$ cat config.mk
export PLATFORM = sky130hd
export DESIGN_NAME = vp_dispatch
export DESIGN_NICKNAME = d
export VERILOG_FILES = /design/src/rtl/vpd_pkg.sv /design/src/rtl/vpd_slot.sv /design/src/rtl/vpd_pick.sv /design/src/rtl/vp_dispatch.sv
export SDC_FILE = /design/constraint.sdc
export NUM_CORES = 1
export LEC_CHECK = 0
export BUFFER_PORTS_ARGS = -buffer_cell sky130_fd_sc_hd__buf_2
export CAP_MARGIN = 20
export CORE_ASPECT_RATIO = 0.8
export CORE_MARGIN = 1.5
export CORE_UTILIZATION = 45
export CTS_CLUSTER_SIZE = 20
export DETAILED_ROUTE_END_ITERATION = 7
export SYNTH_ARGS = -nofsm -noshare
export SYNTH_HDL_FRONTEND = slang
export SYNTH_SLANG_ARGS = --single-unit
$ cat constraint.sdc
create_clock -name clk -period 5.6 [get_ports clk]
set_clock_uncertainty 0.05 [all_clocks]
set_input_delay 0.28 -clock clk [delete_from_list [all_inputs] [get_ports clk]]
set_output_delay 0.28 -clock clk [all_outputs]
set_load 0.1 [all_outputs]
$ cat src/rtl/vpd_pkg.sv
package vpd_pkg;
   localparam int unsigned N_TIERS = 5;
   localparam int unsigned TIER_W  = 3;

   typedef enum logic [TIER_W-1:0] {
      TIER_CORE = 3'd0,
      TIER_CHIP = 3'd1,
      TIER_BLK  = 3'd2,
      TIER_HOME = 3'd3,
      TIER_FREE = 3'd4
   } tier_e;
endpackage

$ cat src/rtl/vpd_slot.sv
module vpd_slot
   import vpd_pkg::*;
#(
   parameter int unsigned CORE_W = 2,
   parameter int unsigned CHIP_W = 1,
   parameter int unsigned BLK_W  = 2,
   parameter int unsigned CNT_W  = 8,
   localparam int unsigned PID_W = BLK_W + CHIP_W + CORE_W
) (
   input  logic               clk,
   input  logic               rst_n,
   input  logic [PID_W-1:0]   req_pp,
   input  logic [CNT_W-1:0]   aff_thr,
   input  logic               set_home,
   input  logic [BLK_W-1:0]   home_val,
   input  logic               do_wake,
   input  logic               do_cede,
   input  logic               do_rel,
   input  logic               do_take,
   output logic               elig,
   output logic               ready_o,
   output logic [N_TIERS-1:0] hit
);
   logic               ready_q;
   logic               run_q;
   logic               placed_q;
   logic [PID_W-1:0]   last_q;
   logic [BLK_W-1:0]   home_q;
   logic [CNT_W-1:0]   idle_q;
   logic               aff;
   logic               same_pp;
   logic               same_chip;
   logic               same_blk;

   always_ff @(posedge clk) begin
      if (!rst_n) begin
         ready_q  <= 1'b0;
         run_q    <= 1'b0;
         placed_q <= 1'b0;
         last_q   <= '0;
         home_q   <= '0;
         idle_q   <= '0;
      end else begin
         if (set_home) home_q <= home_val;
         if (do_wake)      ready_q <= 1'b1;
         else if (do_cede) ready_q <= 1'b0;
         if (do_take)                run_q <= 1'b1;
         else if (do_cede || do_rel) run_q <= 1'b0;
         if (do_take) begin
            placed_q <= 1'b1;
            last_q   <= req_pp;
         end
         if (run_q || do_take)  idle_q <= '0;
         else if (idle_q != '1) idle_q <= idle_q + 1'b1;
      end
   end

   always_comb begin
      aff       = placed_q && (idle_q <= aff_thr);
      same_pp   = (last_q == req_pp);
      same_chip = (last_q[PID_W-1:CORE_W] == req_pp[PID_W-1:CORE_W]);
      same_blk  = (last_q[PID_W-1 -: BLK_W] == req_pp[PID_W-1 -: BLK_W]);
      elig      = ready_q && !run_q;
      ready_o   = ready_q;
      hit                 = '0;
      hit[int'(TIER_CORE)] = elig && aff && same_pp;
      hit[int'(TIER_CHIP)] = elig && aff && same_chip;
      hit[int'(TIER_BLK)]  = elig && aff && same_blk;
      hit[int'(TIER_HOME)] = elig && (home_q == req_pp[PID_W-1 -: BLK_W]);
      hit[int'(TIER_FREE)] = elig && !aff;
   end
endmodule

$ cat src/rtl/vpd_pick.sv
module vpd_pick
   import vpd_pkg::*;
#(
   parameter int unsigned N_VP  = 8,
   localparam int unsigned IDX_W = (N_VP > 1) ? $clog2(N_VP) : 1
) (
   input  logic [N_TIERS*N_VP-1:0] hits,
   output logic                    found,
   output logic [IDX_W-1:0]        idx,
   output logic [TIER_W-1:0]       tier
);
   logic [N_TIERS-1:0] t_any;
   logic [IDX_W-1:0]   t_idx [N_TIERS];

   for (genvar t = 0; t < N_TIERS; t++) begin : g_tier
      always_comb begin
         t_any[t] = 1'b0;
         t_idx[t] = '0;
         for (int i = N_VP - 1; i >= 0; i--) begin
            if (hits[t*N_VP + i]) begin
               t_any[t] = 1'b1;
               t_idx[t] = IDX_W'(i);
            end
         end
      end
   end

   always_comb begin
      found = 1'b0;
      idx   = '0;
      tier  = '0;
      for (int t = N_TIERS - 1; t >= 0; t--) begin
         if (t_any[t]) begin
            found = 1'b1;
            idx   = t_idx[t];
            tier  = TIER_W'(t);
         end
      end
   end
endmodule

$ cat src/rtl/vp_dispatch.sv
module vp_dispatch
   import vpd_pkg::*;
#(
   parameter int unsigned N_VP   = 8,
   parameter int unsigned CORE_W = 2,
   parameter int unsigned CHIP_W = 1,
   parameter int unsigned BLK_W  = 2,
   parameter int unsigned CNT_W  = 8,
   localparam int unsigned PID_W = BLK_W + CHIP_W + CORE_W,
   localparam int unsigned IDX_W = (N_VP > 1) ? $clog2(N_VP) : 1
) (
   input  logic              clk,
   input  logic              rst_n,
   input  logic [CNT_W-1:0]  aff_thr,
   input  logic              cfg_we,
   input  logic [IDX_W-1:0]  cfg_idx,
   input  logic [BLK_W-1:0]  cfg_home,
   input  logic              wake_vld,
   input  logic [IDX_W-1:0]  wake_idx,
   input  logic              cede_vld,
   input  logic [IDX_W-1:0]  cede_idx,
   input  logic              rel_vld,
   input  logic [IDX_W-1:0]  rel_idx,
   input  logic              req_vld,
   input  logic [PID_W-1:0]  req_pp,
   output logic              rsp_vld,
   output logic              rsp_hit,
   output logic [IDX_W-1:0]  rsp_idx,
   output logic [TIER_W-1:0] rsp_tier
);
   if (N_VP < 2) begin : g_bad_nvp
      $error("vp_dispatch: N_VP must be at least 2");
   end
   if (CORE_W < 1 || CHIP_W < 1 || BLK_W < 1) begin : g_bad_fields
      $error("vp_dispatch: identifier fields need at least one bit each");
   end
   if (CNT_W < 2) begin : g_bad_cnt
      $error("vp_dispatch: CNT_W must be at least 2");
   end

   logic [N_TIERS*N_VP-1:0] hits;
   logic [N_VP-1:0]         elig_vec;
   logic [N_VP-1:0]         ready_vec;
   logic                    pick_found;
   logic [IDX_W-1:0]        pick_idx;
   logic [TIER_W-1:0]       pick_tier;

   for (genvar i = 0; i < N_VP; i++) begin : g_slot
      logic [N_TIERS-1:0] slot_hit;
      logic               take;

      assign take = req_vld && pick_found && (pick_idx == IDX_W'(i));

      vpd_slot #(
         .CORE_W (CORE_W),
         .CHIP_W (CHIP_W),
         .BLK_W  (BLK_W),
         .CNT_W  (CNT_W)
      ) u_slot (
         .clk      (clk),
         .rst_n    (rst_n),
         .req_pp   (req_pp),
         .aff_thr  (aff_thr),
         .set_home (cfg_we && (cfg_idx == IDX_W'(i))),
         .home_val (cfg_home),
         .do_wake  (wake_vld && (wake_idx == IDX_W'(i))),
         .do_cede  (cede_vld && (cede_idx == IDX_W'(i))),
         .do_rel   (rel_vld && (rel_idx == IDX_W'(i))),
         .do_take  (take),
         .elig     (elig_vec[i]),
         .ready_o  (ready_vec[i]),
         .hit      (slot_hit)
      );

      for (genvar t = 0; t < N_TIERS; t++) begin : g_map
         assign hits[t*N_VP + i] = slot_hit[t];
      end
   end

   vpd_pick #(
      .N_VP (N_VP)
   ) u_pick (
      .hits  (hits),
      .found (pick_found),
      .idx   (pick_idx),
      .tier  (pick_tier)
   );

   always_ff @(posedge clk) begin
      if (!rst_n) begin
         rsp_vld  <= 1'b0;
         rsp_hit  <= 1'b0;
         rsp_idx  <= '0;
         rsp_tier <= '0;
      end else begin
         rsp_vld  <= req_vld;
         rsp_hit  <= req_vld && pick_found;
         rsp_idx  <= req_vld ? pick_idx : '0;
         rsp_tier <= req_vld ? pick_tier : '0;
      end
   end
endmodule

# == Word level (Yosys, flattened, before mapping) ==
# Index checks and enable logic that the tools add are counted.
# totals
register_bits,152
in_bits,34
out_inout_bits,8
wordCells,443
# op_classes
add_sub_neg,8
n_lt_le_gt_ge,8
n_eq_ne,75
n_mux,126
n_bitwise,2
n_reduce_logical,170
# ops
op,n
3-bit 2-to-1 mux,46
1-bit logical AND,105
1-bit 2-to-1 mux,78
"8-bit by 1-bit adder with 8-bit output, second input constant",8
8-bit less-or-equal comparator,8
"8-bit inequality test, second input constant",8
"3-bit equality test, second input constant",20
5-bit equality test,8
2-bit equality test,16
2-bit nonzero test,16
"3-bit by 2-bit equality test with 1-bit output, second input constant",10
3-bit equality test,8
1-bit logical NOT,16
1-bit logical OR,16
2-bit OR reduction,8
"3-bit by 1-bit equality test with 1-bit output, second input constant",5
3-bit logical NOT,5
6-bit OR reduction,1
2-bit 2-to-1 mux,2
4-bit OR reduction,1
3-bit OR reduction,1
1-bit inverter,2
2-bit AND reduction,1

# == Longest topological paths before layout ==
# depth
ltp_word,21
depth_mapped,16
depth_no_buf,13

# == Cells and area by module ==
# A second synthesis with hierarchy kept.
# unflattened
cells_unflattened,1117
area_unflattened_um2,9535.4
# modules_own_cells
module,instances,cells_per_inst,area_per_inst_um2,seq_area_each_um2
vpd_slot at g_slot[0].u_slot ...,7,119,1071.0,360.3
vpd_slot at g_slot[7].u_slot,1,119,1052.3,360.3
vp_dispatch,1,81,516.7,160.2
vpd_pick,1,84,469.2,0.0

# == Least setup slack after synthesis ==
# OpenSTA, ideal clock, no wires.
# synth_timing
path_kind,input -> register
startpoint,in aff_thr[1]
endpoint,reg g_slot[6].u_slot.last_q[3]
setup_time_ps,73
arrival_time_ps,3313
required_ps,5477
slack_ps,2165
path_stages,15
cell_sequence,inv_1 > ha_1 > nor2b_1 > o211ai_1 > a211oi_2 > nor3_1 > nor4_4 > nand4b_1 > o311a_1 > o21a_1 > or3_4 > nor2b_2 > buf_4 > buf_8 > mux2i_1
# synth_between
elab_chain_len,19
elab_cells_between_ends,141
cone_classes,order compare (8); eq/ne (1); mux (74); reduce/logical (58)
# synth_rtl
element,line,text
from (decl),vp_dispatch.sv:14,"input logic [CNT_W-1:0] aff_thr,"
8-bit less-or-equal comparator,vpd_slot.sv:59,aff = placed_q && (idle_q <= aff_thr);
1-bit logical AND,vpd_slot.sv:59,
1-bit logical NOT,vpd_slot.sv:70,hit[int'(TIER_FREE)] = elig && !aff;
1-bit logical AND,vpd_slot.sv:70,
3-bit 2-to-1 mux or 1-bit 2-to-1 mux (tied branches) (8 in a row),vpd_pick.sv:20,if (hits[t*N_VP + i]) begin
3-bit 2-to-1 mux or 1-bit 2-to-1 mux (tied branches) (5 in a row),vpd_pick.sv:33,if (t_any[t]) begin
3-bit equality test or 1-bit logical AND (tied branches),vp_dispatch.sv:52,assign take = req_vld && pick_found && (pick_idx == IDX_W'(i));
1-bit logical AND (*),vp_dispatch.sv:52,
to (signal assigned),vpd_slot.sv:51,last_q <= req_pp;
to (decl),vpd_slot.sv:27,logic [PID_W-1:0] last_q;
# Mark *: on every way between the ends. The rest lies on a longest branch, timed or not.
# A chain may end at the register's enable or synchronous reset.

# == Worst setup path after layout ==
# layout_timing
startpoint,reg g_slot[4].u_slot.idle_q[7]
endpoint,reg g_slot[5].u_slot.last_q[0]
# layout_between
elab_chain_len,16
elab_cells_between_ends,61
cone_classes,order compare (1); eq/ne (1); mux (50); reduce/logical (9)
# layout_rtl
element,line,text
from (decl),vpd_slot.sv:29,logic [CNT_W-1:0] idle_q;
from (signal assigned),vpd_slot.sv:54,else if (idle_q != '1) idle_q <= idle_q + 1'b1;
8-bit less-or-equal comparator (*),vpd_slot.sv:59,
1-bit logical AND (*),vpd_slot.sv:59,
1-bit logical NOT,vpd_slot.sv:70,
1-bit logical AND,vpd_slot.sv:70,
3-bit 2-to-1 mux or 1-bit 2-to-1 mux (tied branches) (5 in a row),vpd_pick.sv:20,
3-bit 2-to-1 mux or 1-bit 2-to-1 mux (tied branches) (5 in a row),vpd_pick.sv:33,
3-bit equality test or 1-bit logical AND (tied branches),vp_dispatch.sv:52,
1-bit logical AND (*),vp_dispatch.sv:52,
to (signal assigned),vpd_slot.sv:51,
to (decl),vpd_slot.sv:27,
# Marked as above.

==> impl_metrics.tcl <==
set metrics [dict create \
    cts_setup_buffers 0 \
    area_growth_pct 9.949 \
    clock_latency_ns 0.43 \
    vias 7456 \
    synth_compound_gate_area_share 0.1132 \
    dp.cells 1303 \
    period_minus_slack_ns 4.231 \
    maxCapViolCount 0 \
    cts_tree "done" \
    wl_um 23780 \
    yosys.area_share.adder 0.09854 \
    dp_hpwl_um 17330 \
    cts_buffer_depth 2 \
    timing.hold.ws_ns 0.1288 \
    htreeDepth 4 \
    grt_start_max_net_pins 55 \
    grt_usage 0.2320 \
    cts_made_buffers 17 \
    synth_cells 1035 \
    power_leakage_nw 3.866 \
    synth_top_area_share 0.3328 \
    fin_area_um2 10050 \
    ir_worst_vdd_mv 0.1826 \
    required_ns 5.89 \
    startpoint_type "flip-flop" \
    ioPinCount 42 \
    yosys_warnings 0 \
    synthTopCellsByCount "dfxtp_1, nand2_1, ha_1, nor3_1, mux2i_1" \
    first_iter_violations 535 \
    final_hold_viol_count 0 \
    finalSetupViolations 0 \
    ys_ff_latch 152 \
    diodes 0 \
    ys_async_sr_fraction 0 \
    synth_cell_type_count 69 \
    final_util 0.5062 \
    fmax_ghz 0.2364 \
    pre_cts_ws_ns 1.050 \
    end_kind "flip-flop" \
    start_util 0.4604 \
    powerDensity_nw_per_um2 264.0 \
    port_buffers 41 \
    setup_slack_ns 1.369 \
    design.core.area_um2 19860 \
    hold_buffers 0 \
    power_mw 2.654 \
    critical_path_arrival_ns 4.52 \
    synth.most_common_cell "dfxtp_1" \
    synth_fp_nets 1141 \
    syn_area_per_cell_um2 8.833 \
    antenna_found_initial 0 \
    min_path_type "in -> reg" \
    nets 1164 \
    syn_area_um2 9143 \
    route.detailed.drc 0 \
    relSlewSlack 0.3949 \
    dieArea_um2 21190 \
    synthFlopType "dfxtp_1" \
    cts_root_buf "clkbuf_16" \
    synth_seq_area_share 0.3328 \
    synth-simple-area-share 0.2629 \
    path_max_fanout 15 \
    dpl_cell_area_um2 9467 \
    tightest_slew_ns 0.9077 \
    drive_gt1_frac 0.09626 \
    fin_tns_setup_ns 0 \
    routedWlPerCell_um 17.82 \
    synthMuxAreaShare 0.07363 \
    yosysTopAreaCell "dfxtp_1" \
    first_global_vias 6751 \
    die-width_um 162.4 \
    antenna_left 0 \
    synth_top_family_by_area "simple AND/OR/NAND/NOR gates" \
    gr-total-overflow 0 \
    synth_xor_area_frac 0.08143 \
    synth_enable_flop_cells 0 \
    period_share 0.7555 \
    grt_pass1_wl_um 37630 \
    gp_congestion 0.9396 \
    drt-pass1-iter-count 6 \
    chipHeight_um 130.5 \
    run_status "finished clean" \
    cts_resized 0 \
    rows 46 \
    cts.reportedPaths.clkPinSlew_ns 0.07 \
    rsz0062_at_grt "no" \
    vias_per_cell 5.589 \
    clock-sinks 152 \
    fin_cells 1334 \
    finalMaxSlewViolations 0 \
    path_class "reg -> reg" \
    synth_area_leaders "dfxtp_1, ha_1, mux2i_1, xnor2_1, xor2_1" \
]
-- power by group --
group | internal [mW] | total, mW | switching, mW
Sequential | 1.12 | 1.16 | 0.0370
Clock | 0.672 | 1.15 | 0.483
Combinational | 0.128 | 0.342 | 0.215
-- flip-flops by register name, indices dropped and copies added, names as in the netlist --
| signal | cells |
|---|---|
| rsp_vld | 1 |
| rsp_tier | 3 |
| rsp_hit | 1 |
| g_slot.u_slot.run_q | 8 |
| rsp_idx | 3 |
| g_slot.u_slot.last_q | 40 |
| g_slot.u_slot.placed_q | 8 |
| g_slot.u_slot.home_q | 16 |
| g_slot.u_slot.ready_o | 8 |
| g_slot.u_slot.idle_q | 64 |
-- cells by family (layout without fill, tap and decap cells) --
family                     after synthesis  count (layout)
buffers and inverters                   66             101
DFF                                    152             152
xor gates and xnor gates                85              85
AOI/OAI and AO/OA                      151             151
muxes                                   67              67
and+or+nand+nor                        442             442
adders and majority gates               72              72
-- placed cells by master (no fill, tap or decap), types with 18 or more instances in the layout --
cell type,netlist,final
dfxtp_1,152,152
nand2_1,92,92
ha_1,72,72
nor3_1,67,67
mux2i_1,65,65
nor2b_1,54,54
nand3_1,53,53
nand4_1,44,44
xnor2_1,44,44
xor2_1,41,41
buf_2,7,41
nor2_1,35,35
a21oi_1,30,30
and3_1,29,29
o21ai_0,28,28
inv_1,23,23
o21a_1,18,18
-- worst max-delay path: stages (launching register included) --
cell,delay (ns)
dfxtp_1,0.36
ha_1,0.32
nand4_1,0.14
nor2_1,0.21
a21oi_1,0.15
nor4_2,0.62
nor2_1,0.10
a2111oi_0,0.42
o32ai_1,0.19
a311oi_2,0.46
nand4b_1,0.22
nor2_2,0.62
mux2i_1,0.28
-- per-layer routing --
layer / vias to the layer above / routed length [µm] / GRT usage
li1: 3832 / - / -
met1: 3451 / 12450 / 0.3448
met2: 146 / 9939 / 0.3439
met3: 27 / 1041 / 0.04135
met4: 0 / 344 / 0.06098
met5: - / 0 / 0
-- layout make-up --
type / count / area, µm²
Sequential cell: 152 / 3043
Clock buffer: 19 / 442.9
Clock inverter: 12 / 142.6
Inverter: 23 / 86.33
Fill cell: 1943 / 9804
Multi-Input combinational cell: 817 / 5757
Timing Repair Buffer: 47 / 250.2
Tap cell: 264 / 330.3
-- final timing paths --
path,start,to,slack (ns),depth (start not counted)
max,g_slot[4].u_slot.idle_q[7]$_SDFFE_PP0P_,g_slot[5].u_slot.last_q[0]$_SDFFE_PN0P_,1.37,12
max reg2reg,g_slot[4].u_slot.idle_q[7]$_SDFFE_PP0P_,g_slot[5].u_slot.last_q[0]$_SDFFE_PN0P_,1.37,12
min,wake_idx[0],g_slot[7].u_slot.ready_o$_SDFFE_PN0P_,0.13,3
min reg2reg,g_slot[7].u_slot.ready_o$_SDFFE_PN0P_,g_slot[7].u_slot.ready_o$_SDFFE_PN0P_,0.42,2
(Power assumes the default switching activity.)
